<file path="config.mk">
export PLATFORM = sky130hd
export DESIGN_NAME = pipe_hazard_ctrl
export DESIGN_NICKNAME = d
export VERILOG_FILES = /design/src/rtl/hzd_pkg.sv /design/src/rtl/hzd_src_decode.sv /design/src/rtl/hzd_dst_decode.sv /design/src/rtl/hzd_operand_fwd.sv /design/src/rtl/pipe_hazard_ctrl.sv
export SDC_FILE = /design/constraint.sdc
export NUM_CORES = 1
export LEC_CHECK = 0
export BUFFER_PORTS_ARGS = -buffer_cell sky130_fd_sc_hd__buf_2
export CAP_MARGIN = 10
export CORE_MARGIN = 2
export CORE_UTILIZATION = 35
export DETAILED_ROUTE_END_ITERATION = 16
export PLACE_DENSITY = 0.8
export SYNTH_ARGS = -nofsm -noshare
export SYNTH_HDL_FRONTEND = slang
export SYNTH_SLANG_ARGS = --single-unit
</file>
<file path="constraint.sdc">
create_clock -name vclk -period 5.4
set_input_delay 0.54 -clock vclk [all_inputs]
set_output_delay 0.54 -clock vclk [all_outputs]
set_load 0.05 [all_outputs]
</file>
<file path="src/rtl/hzd_pkg.sv">
package hzd_pkg;

  localparam logic [6:0] OPC_OP     = 7'b0110011;
  localparam logic [6:0] OPC_OP_IMM = 7'b0010011;
  localparam logic [6:0] OPC_LOAD   = 7'b0000011;
  localparam logic [6:0] OPC_STORE  = 7'b0100011;
  localparam logic [6:0] OPC_BRANCH = 7'b1100011;
  localparam logic [6:0] OPC_LUI    = 7'b0110111;
  localparam logic [6:0] OPC_AUIPC  = 7'b0010111;
  localparam logic [6:0] OPC_JAL    = 7'b1101111;
  localparam logic [6:0] OPC_JALR   = 7'b1100111;

  typedef enum logic [2:0] {
    SEL_RF       = 3'd0,
    SEL_EX_RES   = 3'd1,
    SEL_EX_LINK  = 3'd2,
    SEL_MEM_RES  = 3'd3,
    SEL_MEM_LINK = 3'd4,
    SEL_WB_RES   = 3'd5,
    SEL_WB_LINK  = 3'd6
  } fwd_sel_e;

  // opcode classes that put a value into rd
  function automatic logic op_writes(input logic [6:0] op);
    return (op == OPC_OP) || (op == OPC_OP_IMM) || (op == OPC_LOAD) ||
           (op == OPC_LUI) || (op == OPC_AUIPC) || (op == OPC_JAL) ||
           (op == OPC_JALR);
  endfunction

  function automatic logic op_reads_a(input logic [6:0] op);
    return (op == OPC_OP) || (op == OPC_OP_IMM) || (op == OPC_LOAD) ||
           (op == OPC_STORE) || (op == OPC_BRANCH) || (op == OPC_JALR);
  endfunction

  function automatic logic op_reads_b(input logic [6:0] op);
    return (op == OPC_OP) || (op == OPC_STORE) || (op == OPC_BRANCH);
  endfunction

  function automatic logic op_is_link(input logic [6:0] op);
    return (op == OPC_JAL) || (op == OPC_JALR);
  endfunction

  // value is ready at the end of execute (everything but a load)
  function automatic logic op_ready_in_ex(input logic [6:0] op);
    return op_writes(op) && (op != OPC_LOAD);
  endfunction

endpackage

</file>
<file path="src/rtl/hzd_src_decode.sv">
module hzd_src_decode #(
  parameter int REG_AW = 5
) (
  input  logic [6:0]        opcode,
  input  logic [REG_AW-1:0] rs1_fld,
  input  logic [REG_AW-1:0] rs2_fld,
  output logic              rd_a_en,
  output logic              rd_b_en,
  output logic [REG_AW-1:0] rs_a,
  output logic [REG_AW-1:0] rs_b
);
  import hzd_pkg::*;

  assign rd_a_en = op_reads_a(opcode);
  assign rd_b_en = op_reads_b(opcode);
  assign rs_a    = rs1_fld;
  assign rs_b    = rs2_fld;

  always_comb begin
    if (opcode == OPC_LUI || opcode == OPC_JAL || opcode == OPC_AUIPC)
      p_no_src_for_upper_r2: assert (!rd_a_en && !rd_b_en);
  end
endmodule

</file>
<file path="src/rtl/hzd_dst_decode.sv">
module hzd_dst_decode #(
  parameter int REG_AW = 5
) (
  input  logic [6:0]        opcode,
  input  logic [REG_AW-1:0] rd_fld,
  output logic              wr_en,
  output logic              link,
  output logic              is_load,
  output logic              ready_ex
);
  import hzd_pkg::*;

  logic rd_nonzero;
  assign rd_nonzero = |rd_fld;
  assign wr_en      = op_writes(opcode) && rd_nonzero;
  assign link       = op_is_link(opcode);
  assign is_load    = (opcode == OPC_LOAD);
  assign ready_ex   = op_ready_in_ex(opcode);

  always_comb begin
    if (opcode == OPC_STORE || opcode == OPC_BRANCH)
      p_no_write_store_branch_r1: assert (!wr_en);
  end
endmodule

</file>
<file path="src/rtl/hzd_operand_fwd.sv">
module hzd_operand_fwd #(
  parameter int REG_AW    = 5,
  parameter int NSTG      = 3,
  parameter bit BYPASS_EN = 1'b1
) (
  input  logic                       rd_en,
  input  logic [REG_AW-1:0]          rs,
  input  logic [NSTG-1:0]            st_wr,
  input  logic [NSTG-1:0]            st_link,
  input  logic [NSTG-1:0][REG_AW-1:0] st_rd,
  input  logic                       ex_load,
  input  logic                       ex_ready,
  output hzd_pkg::fwd_sel_e          sel,
  output logic                       stall_req
);
  import hzd_pkg::*;

  localparam int ST_EX  = 0;
  localparam int ST_MEM = 1;
  localparam int ST_WB  = 2;

  logic [NSTG-1:0] hit;

  for (genvar g = 0; g < NSTG; g++) begin : g_hit
    assign hit[g] = rd_en && st_wr[g] && (st_rd[g] == rs);
  end

  if (BYPASS_EN) begin : g_bypass
    always_comb begin
      sel       = SEL_RF;
      stall_req = 1'b0;
      if (hit[ST_EX]) begin
        if (ex_load || !ex_ready) stall_req = 1'b1;
        else sel = st_link[ST_EX] ? SEL_EX_LINK : SEL_EX_RES;
      end else if (hit[ST_MEM]) begin
        sel = st_link[ST_MEM] ? SEL_MEM_LINK : SEL_MEM_RES;
      end else if (hit[ST_WB]) begin
        sel = st_link[ST_WB] ? SEL_WB_LINK : SEL_WB_RES;
      end
    end
  end else begin : g_interlock
    logic unused_ex;
    assign unused_ex = ex_load ^ ex_ready ^ (|st_link);
    always_comb begin
      sel       = SEL_RF;
      stall_req = |hit;
    end
  end

  always_comb begin
    if (sel != SEL_RF) p_sel_needs_read_r4: assert (rd_en && rs != '0);
    if (sel == SEL_EX_RES || sel == SEL_EX_LINK)
      p_ex_sel_has_hit_r4: assert (hit[ST_EX] && !ex_load);
    if (sel == SEL_MEM_RES || sel == SEL_MEM_LINK)
      p_mem_sel_not_younger_r4: assert (!hit[ST_EX] && hit[ST_MEM]);
    if (!BYPASS_EN) p_interlock_rf_only_r7: assert (sel == SEL_RF);
  end
endmodule

</file>
<file path="src/rtl/pipe_hazard_ctrl.sv">
module pipe_hazard_ctrl #(
  parameter int ILEN      = 32,
  parameter int REG_AW    = 5,
  parameter bit BYPASS_EN = 1'b1
) (
  input  logic [ILEN-1:0]   dec_instr,
  input  logic [6:0]        ex_opcode,
  input  logic [REG_AW-1:0] ex_rd,
  input  logic [6:0]        mem_opcode,
  input  logic [REG_AW-1:0] mem_rd,
  input  logic [6:0]        wb_opcode,
  input  logic [REG_AW-1:0] wb_rd,
  output logic              stall,
  output logic              bubble,
  output logic [2:0]        fwd_a_sel,
  output logic [2:0]        fwd_b_sel
);
  import hzd_pkg::*;

  localparam int NSTG   = 3;
  localparam int RS1_LO = 15;
  localparam int RS2_LO = 20;

  logic unused_instr;
  assign unused_instr = ^{dec_instr[ILEN-1:RS2_LO+REG_AW], dec_instr[RS1_LO-1:7]};

  // decode-stage source side
  logic              re_a, re_b;
  logic [REG_AW-1:0] rs_a, rs_b;

  hzd_src_decode #(.REG_AW(REG_AW)) u_src (
    .opcode  (dec_instr[6:0]),
    .rs1_fld (dec_instr[RS1_LO +: REG_AW]),
    .rs2_fld (dec_instr[RS2_LO +: REG_AW]),
    .rd_a_en (re_a),
    .rd_b_en (re_b),
    .rs_a    (rs_a),
    .rs_b    (rs_b)
  );

  // later-stage destination side: index 0 execute, 1 memory, 2 writeback
  logic [NSTG-1:0][6:0]        st_op;
  logic [NSTG-1:0][REG_AW-1:0] st_rd;
  logic [NSTG-1:0]             st_wr, st_link, st_load, st_ready;

  assign st_op = {wb_opcode, mem_opcode, ex_opcode};
  assign st_rd = {wb_rd, mem_rd, ex_rd};

  for (genvar s = 0; s < NSTG; s++) begin : g_dst
    hzd_dst_decode #(.REG_AW(REG_AW)) u_dst (
      .opcode   (st_op[s]),
      .rd_fld   (st_rd[s]),
      .wr_en    (st_wr[s]),
      .link     (st_link[s]),
      .is_load  (st_load[s]),
      .ready_ex (st_ready[s])
    );
  end

  logic unused_late;
  assign unused_late = ^{st_load[NSTG-1:1], st_ready[NSTG-1:1]};

  fwd_sel_e sel_a, sel_b;
  logic     stall_a, stall_b;

  hzd_operand_fwd #(.REG_AW(REG_AW), .NSTG(NSTG), .BYPASS_EN(BYPASS_EN)) u_fwd_a (
    .rd_en (re_a), .rs (rs_a), .st_wr (st_wr), .st_link (st_link), .st_rd (st_rd),
    .ex_load (st_load[0]), .ex_ready (st_ready[0]), .sel (sel_a), .stall_req (stall_a)
  );

  hzd_operand_fwd #(.REG_AW(REG_AW), .NSTG(NSTG), .BYPASS_EN(BYPASS_EN)) u_fwd_b (
    .rd_en (re_b), .rs (rs_b), .st_wr (st_wr), .st_link (st_link), .st_rd (st_rd),
    .ex_load (st_load[0]), .ex_ready (st_ready[0]), .sel (sel_b), .stall_req (stall_b)
  );

  logic hazard;
  assign hazard    = stall_a | stall_b;
  assign stall     = hazard;
  assign bubble    = hazard;
  // a held instruction must not also steer operands from later stages
  assign fwd_a_sel = hazard ? SEL_RF : sel_a;
  assign fwd_b_sel = hazard ? SEL_RF : sel_b;

  always_comb begin
    if (BYPASS_EN && stall) p_stall_only_on_load_r5: assert (st_load[0] && st_wr[0]);
    if (!re_a && !re_b) p_no_read_no_stall_r8: assert (!stall);
    if (stall) p_stall_selects_rf_r5: assert (fwd_a_sel == 3'd0 && fwd_b_sel == 3'd0);
    if (st_rd[0] == '0) p_x0_never_writes_r9: assert (!st_wr[0]);
  end
endmodule

</file>
==> results.tsv, run 1 <==
metric	value	unit
Routed Antenna Nets	0	
post-synthesis sequential area ratio	0	%
first-pass GRT wire length	3950	um
CORE AREA	0.00198	mm^2
Final WS setup	2250	ps
IO buf count	61	
CTS Hold Buffers Added	0	
top-level I/O count	76	
Synth Area per Inst	6.99	um^2
Crit path arrival time	2610	ps
Setup Buffers After CTS	0	
n_diodes	0	
Chip Width	50.0	um
area grow syn2layout	44.8	%
Core Rows	16	
Synth cell types	31	
die height	50.0	um
Global Route Usage Sum	19.0	%
commonest cells after routing, fill and taps aside	61 x buf_2, 15 x xor2_1, 15 x xnor2_1, 10 x nor2_1	
initial core utilization	37.4	%
Worst Hold Class	input port to output pin	
initial antenna violation count	0	
CP peak stage delay	520	ps
die area	0.00250	mm^2
Worst EP required	4860	ps
met3 WL	141	um
Setup CP Type	input port to output pin	
Synthesized Nets	174	
Ys Warns	0	
Most common cell on crit path	buf_2	
final worst path period share	58.3	%
combinational share of power	100.0	%
routed vias	1022	
final WL	2300	um
GPL Wtd Cong	0.822	
most common cell after layout, fill and taps aside	buf_2	
Detail Placement HPWL	2130	um
number of sequential cells	0	
Sw Pwr	28.9	uW
Synth area leaders	xnor2_1 18%, xor2_1 18%, nor2_1 5.1%	
final hold vios	0	
largest area contributor in the netlist	xnor2_1	
Post-Synthesis Cells	106	
Startpoint Class	input port	
met2 wire length	1220	um
Leakage	0.000477	uW
Slew headroom	59.6	%
Placed Cells	193	
Cell Int Power	30.4	uW
filler instances	196	
DR DRC count	0	
Tot Pwr	59.3	uW
worst vdd ir	33.6	uV
GRT overflow	0	
register area	0	um^2
RSZ-0062 raised after global routing	no	
dpl ws	2300	ps
Crit-path slowest cell	a211oi_1	
Clk network pwr share	0	%
sw frac	48.7	%
fraction of layout cells with a size suffix above 1	41.6	%
nets	236	
power density cells	55.3	mW/mm^2
Finished Layout Cells	193	
Crit path max-delay family	compound AO/OA/AOI/OAI gates	
vias per inst	5.30	
pin count of the biggest net entering global routing	6	
Yosys top cell area share	17.7	%
Iteration-0 DRC Markers	22	
vias in the first global route	1013	
Final Core Density	54.1	%
Top Metal Used	met4	
cell breakdown of the critical path	buf_2, or2_2, a211oi_1, nand4_1, nor2_1, a41oi_1, a22oi_1, buf_2	
Critical Path End Type	output pin	
setup tns final	0	ps
# setup viols final	0	
Slew @ Worst Pin	603	ps
Final min period	3150	ps
FMAX	318	MHz
fin. max-slew vios	0	
number of gates resized after CTS	0	
DRT met1 WL	932	um
max_cap viols	0	
result of the run	finished clean	
CLK BUF	0	
sequential share of power	0	%
CP bufs+invs	2	
WL per Instance	11.9	um
1st-pass router iterations	4	
Netlist Area Pre-Place	741	um^2
CP Max Fanout	5	
==> power by group through the flow <==
stage	Combinational (uW)	Clock (uW)	Sequential [uW]
floorplan	26.3	0	0
global route	65.9	0	0
detailed placement	59.4	0	0
finish	59.3	0	0
global placement	56.3	0	0
CTS	59.5	0	0
==> synthesized netlist by cell type <==
| cell type | n |
|---|---|
| a21oi_2 | 1 |
| xor2_1 | 15 |
| buf_4 | 1 |
| a41oi_1 | 1 |
| a21oi_1 | 3 |
| nor3_1 | 6 |
| nand4_1 | 3 |
| nand2b_1 | 3 |
| nand3_1 | 6 |
| a21o_2 | 1 |
| inv_1 | 2 |
| and4b_1 | 2 |
| o2111ai_1 | 3 |
| and2_1 | 2 |
| or2_2 | 3 |
| nor4_1 | 1 |
| xnor2_1 | 15 |
| a221oi_1 | 2 |
| or4_1 | 2 |
| nand2_1 | 5 |
| nand3b_1 | 1 |
| nor2_1 | 10 |
| o21ai_0 | 4 |
| nor2_4 | 2 |
| a2111o_1 | 1 |
| or4_4 | 1 |
| o2bb2ai_1 | 1 |
| nand4b_1 | 1 |
| a22o_1 | 1 |
| a22oi_1 | 3 |
| a211oi_1 | 4 |
==> area by class of cell <==
cell class                 instances  area (um^2)  share of cell area, %
timing repair buffer              61          305                   28.5
multi-input combinational        103          726                   67.7
tap                               27         33.8                   3.15
inverter                           2         7.51                  0.700
==> tightest hold or removal path: stages <==
cell	delay, ps
buf_2	90
a2111o_1	170
a221oi_1	60
buf_2	210
==> cells by family after synthesis <==
kind of cell	synth area share (%)
xor+xnor	35.5
compound gates	25.2
simple gates	37.3
buf+inv	2.03
==> through the flow <==
| step | area [um^2] | hold slack [ps] |
|---|---|---|
| floorplan | 741 | 1420 |
| global placement | 1070 | 1600 |
| detailed placement | 1070 | 1630 |
| CTS | 1070 | 1630 |
| global route | 1070 | 1660 |
| finish | 1070 | 1630 |
==> per-layer routing <==
| metal | vias up | track usage (%) |
|---|---|---|
| met3 | 2 | 0.909 |
| met1 | 453 | 21.0 |
| met5 | - | 0 |
| li1 | 522 | - |
| met4 | 0 | 1.85 |
| met2 | 45 | 39.7 |
==> worst paths after layout <==
check	from	endpoint	cells past startpoint
max	dec_instr[6]	fwd_a_sel[0]	8
min	dec_instr[3]	fwd_b_sel[1]	4
Note: power is estimated with default switching activity, not from simulation.
==> inputs of run 2 (changes only) <==
--- a/config.mk
+++ b/config.mk
@@ -5,12 +5,13 @@
 export SDC_FILE = /design/constraint.sdc
 export NUM_CORES = 1
 export LEC_CHECK = 0
+export ABC_AREA = 1
 export BUFFER_PORTS_ARGS = -buffer_cell sky130_fd_sc_hd__buf_2
 export CAP_MARGIN = 10
 export CORE_MARGIN = 2
 export CORE_UTILIZATION = 35
 export DETAILED_ROUTE_END_ITERATION = 16
-export PLACE_DENSITY = 0.8
+export PLACE_DENSITY = 0.73
 export SYNTH_ARGS = -nofsm -noshare
 export SYNTH_HDL_FRONTEND = slang
 export SYNTH_SLANG_ARGS = --single-unit
==> constraint.sdc (replaced) <==
create_clock -name vclk -period 3.2
set_input_delay 0.32 -clock vclk [all_inputs]
set_output_delay 0.32 -clock vclk [all_outputs]
set_load 0.05 [all_outputs]
==> results.tsv, run 2 <==
metric	value	unit	change
result of the run	finished clean		
Slew @ Worst Pin	337	ps	-265 ps
Cell Int Power	55.0	uW	+81%
GRT overflow	0		unchanged
commonest cells after routing, fill and taps aside	69 x nand2_1, 61 x buf_2, 33 x nor2_1, 28 x inv_1, 19 x nand3_1		
# setup viols final	0		unchanged
top-level I/O count	76		unchanged
final hold vios	0		unchanged
Core Rows	19		+3
sequential share of power	0	%	unchanged
Crit path arrival time	1580	ps	-1030 ps
Clk network pwr share	0	%	unchanged
pin count of the biggest net entering global routing	7		+1
Detail Placement HPWL	2250	um	+5.5%
Synth area leaders	nand2_1 27%, xnor2_1 14%, nor2_1 13%		
routed vias	1302		+27%
worst vdd ir	58.1	uV	+73%
setup tns final	0	ps	unchanged
dpl ws	1290	ps	-1010 ps
initial core utilization	35.9	%	-1.5 points
Worst EP required	2880	ps	-1980 ps
final hold slack	1170	ps	-463 ps
Synthesized Nets	269		+55%
CP bufs+invs	3		+1
Crit path max-delay family	simple AND/OR/NAND/NOR gates		
CTS Hold Buffers Added	0		unchanged
Routed Antenna Nets	0		unchanged
Startpoint Class	input port		
Ys Warns	0		unchanged
area grow syn2layout	34.9	%	
CLK BUF	0		unchanged
final WL	2430	um	+5.7%
Critical Path End Type	output pin		
IO buf count	61		unchanged
WL per Instance	8.30	um	-30%
post-synthesis sequential area ratio	0	%	unchanged
Setup Buffers After CTS	0		unchanged
initial antenna violation count	0		unchanged
most common cell after layout, fill and taps aside	nand2_1		
number of sequential cells	0		unchanged
Iteration-0 DRC Markers	31		+41%
power density cells	89.3	mW/mm^2	+61%
CP Max Fanout	4		-1
vias per inst	4.46		-16%
die area	0.00319	mm^2	+28%
Worst Hold Class	input port to output pin		
fraction of layout cells with a size suffix above 1	29.1	%	-12 points
fin. max-slew vios	0		unchanged
Final WS setup	1300	ps	-953 ps
Sw Pwr	61.2	uW	+110%
Final min period	1900	ps	
Chip Width	56.5	um	+13%
max_cap viols	0		unchanged
Leakage	0.000832	uW	+74%
die height	56.5	um	+13%
Crit-path slowest cell	buf_2		
combinational share of power	100.0	%	about the same
cell breakdown of the critical path	buf_2, inv_1, nand2_1, nor2_1, nand2_1, a21oi_4, nand3_1, o21ai_0, nand3_1, nor2_1, buf_2		
Slew headroom	77.2	%	+18 points
Post-synth top cells	69 x nand2_1, 33 x nor2_1, 28 x inv_1, 19 x nand3_1, 15 x xnor2_1		
vias in the first global route	1068		+5.4%
Post-Synthesis Cells	201		+90%
Netlist Area Pre-Place	965	um^2	+30%
first-pass GRT wire length	3980	um	+0.71%
DR DRC count	0		unchanged
CORE AREA	0.00269	mm^2	+36%
sw frac	52.7	%	+4.0 points
register area	0	um^2	unchanged
FMAX	527	MHz	
largest area contributor in the netlist	nand2_1		
GPL Wtd Cong	0.772		-6.0%
filler instances	310		+58%
n_diodes	0		unchanged
nets	331		+40%
Setup CP Type	input port to output pin		
CP peak stage delay	270	ps	-250 ps
RSZ-0062 raised after global routing	no		
final worst path period share	59.4	%	
Yosys top cell area share	26.8	%	+9.1 points
Global Route Usage Sum	14.5	%	-4.6 points
Synth Area per Inst	4.80	um^2	-31%
number of gates resized after CTS	0		unchanged
count leader, synth	nand2_1		
1st-pass router iterations	4		unchanged
Synth cell types	20		-35%
run 2: path summary, 6_finish.rpt:
check | from | to | slack, ps | cells after the start
setup / recovery | mem_opcode[4] | fwd_a_sel[2] | 1300 | 11
hold / removal | ex_opcode[6] | bubble | 1170 | 5
run 2: per-stage QoR:
stage / instances / power, uW / util, % / cell area (um^2)
5_1_grt: 292 / 132 / 48.4 / 1300
4_1_cts: 292 / 117 / 48.4 / 1300
3_3_place_gp: 292 / 115 / 48.4 / 1300
6_report: 292 / 116 / 48.4 / 1300
2_1_floorplan: 201 / 60.9 / - / 965
3_5_place_dp: 292 / 117 / 48.4 / 1300
run 2: power by group through the flow:
stage	Sequential, uW	Clock (uW)	Combinational, uW
2_1_floorplan	0	0	60.9
3_3_place_gp	0	0	115
3_5_place_dp	0	0	117
4_1_cts	0	0	117
5_1_grt	0	0	132
6_report	0	0	116
run 2: cells by family after synthesis:
logic type,synth area share (%)
buf+inv,13.6
compound gates,8.30
simple gates,59.0
xor+xnor,19.1
run 2: area by class of cell:
cell class | instances | area [um^2] | area share (%)
inverters | 33 | 124 | 9.52
multi-input cells | 167 | 833 | 64.0
well taps | 31 | 38.8 | 2.98
repair buffers | 61 | 305 | 23.5
run 2: per-layer routing:
layer / part of all wire [%] / up-vias / track usage, % / wire length [um]
met2: 48 / 35 / 28.7 / 1160
met5: 0 / - / 0 / 0
met4: 0 / 0 / 0 / 0
li1: - / 737 / - / -
met1: 47 / 530 / 18.3 / 1140
met3: 5.2 / 0 / 0 / 127
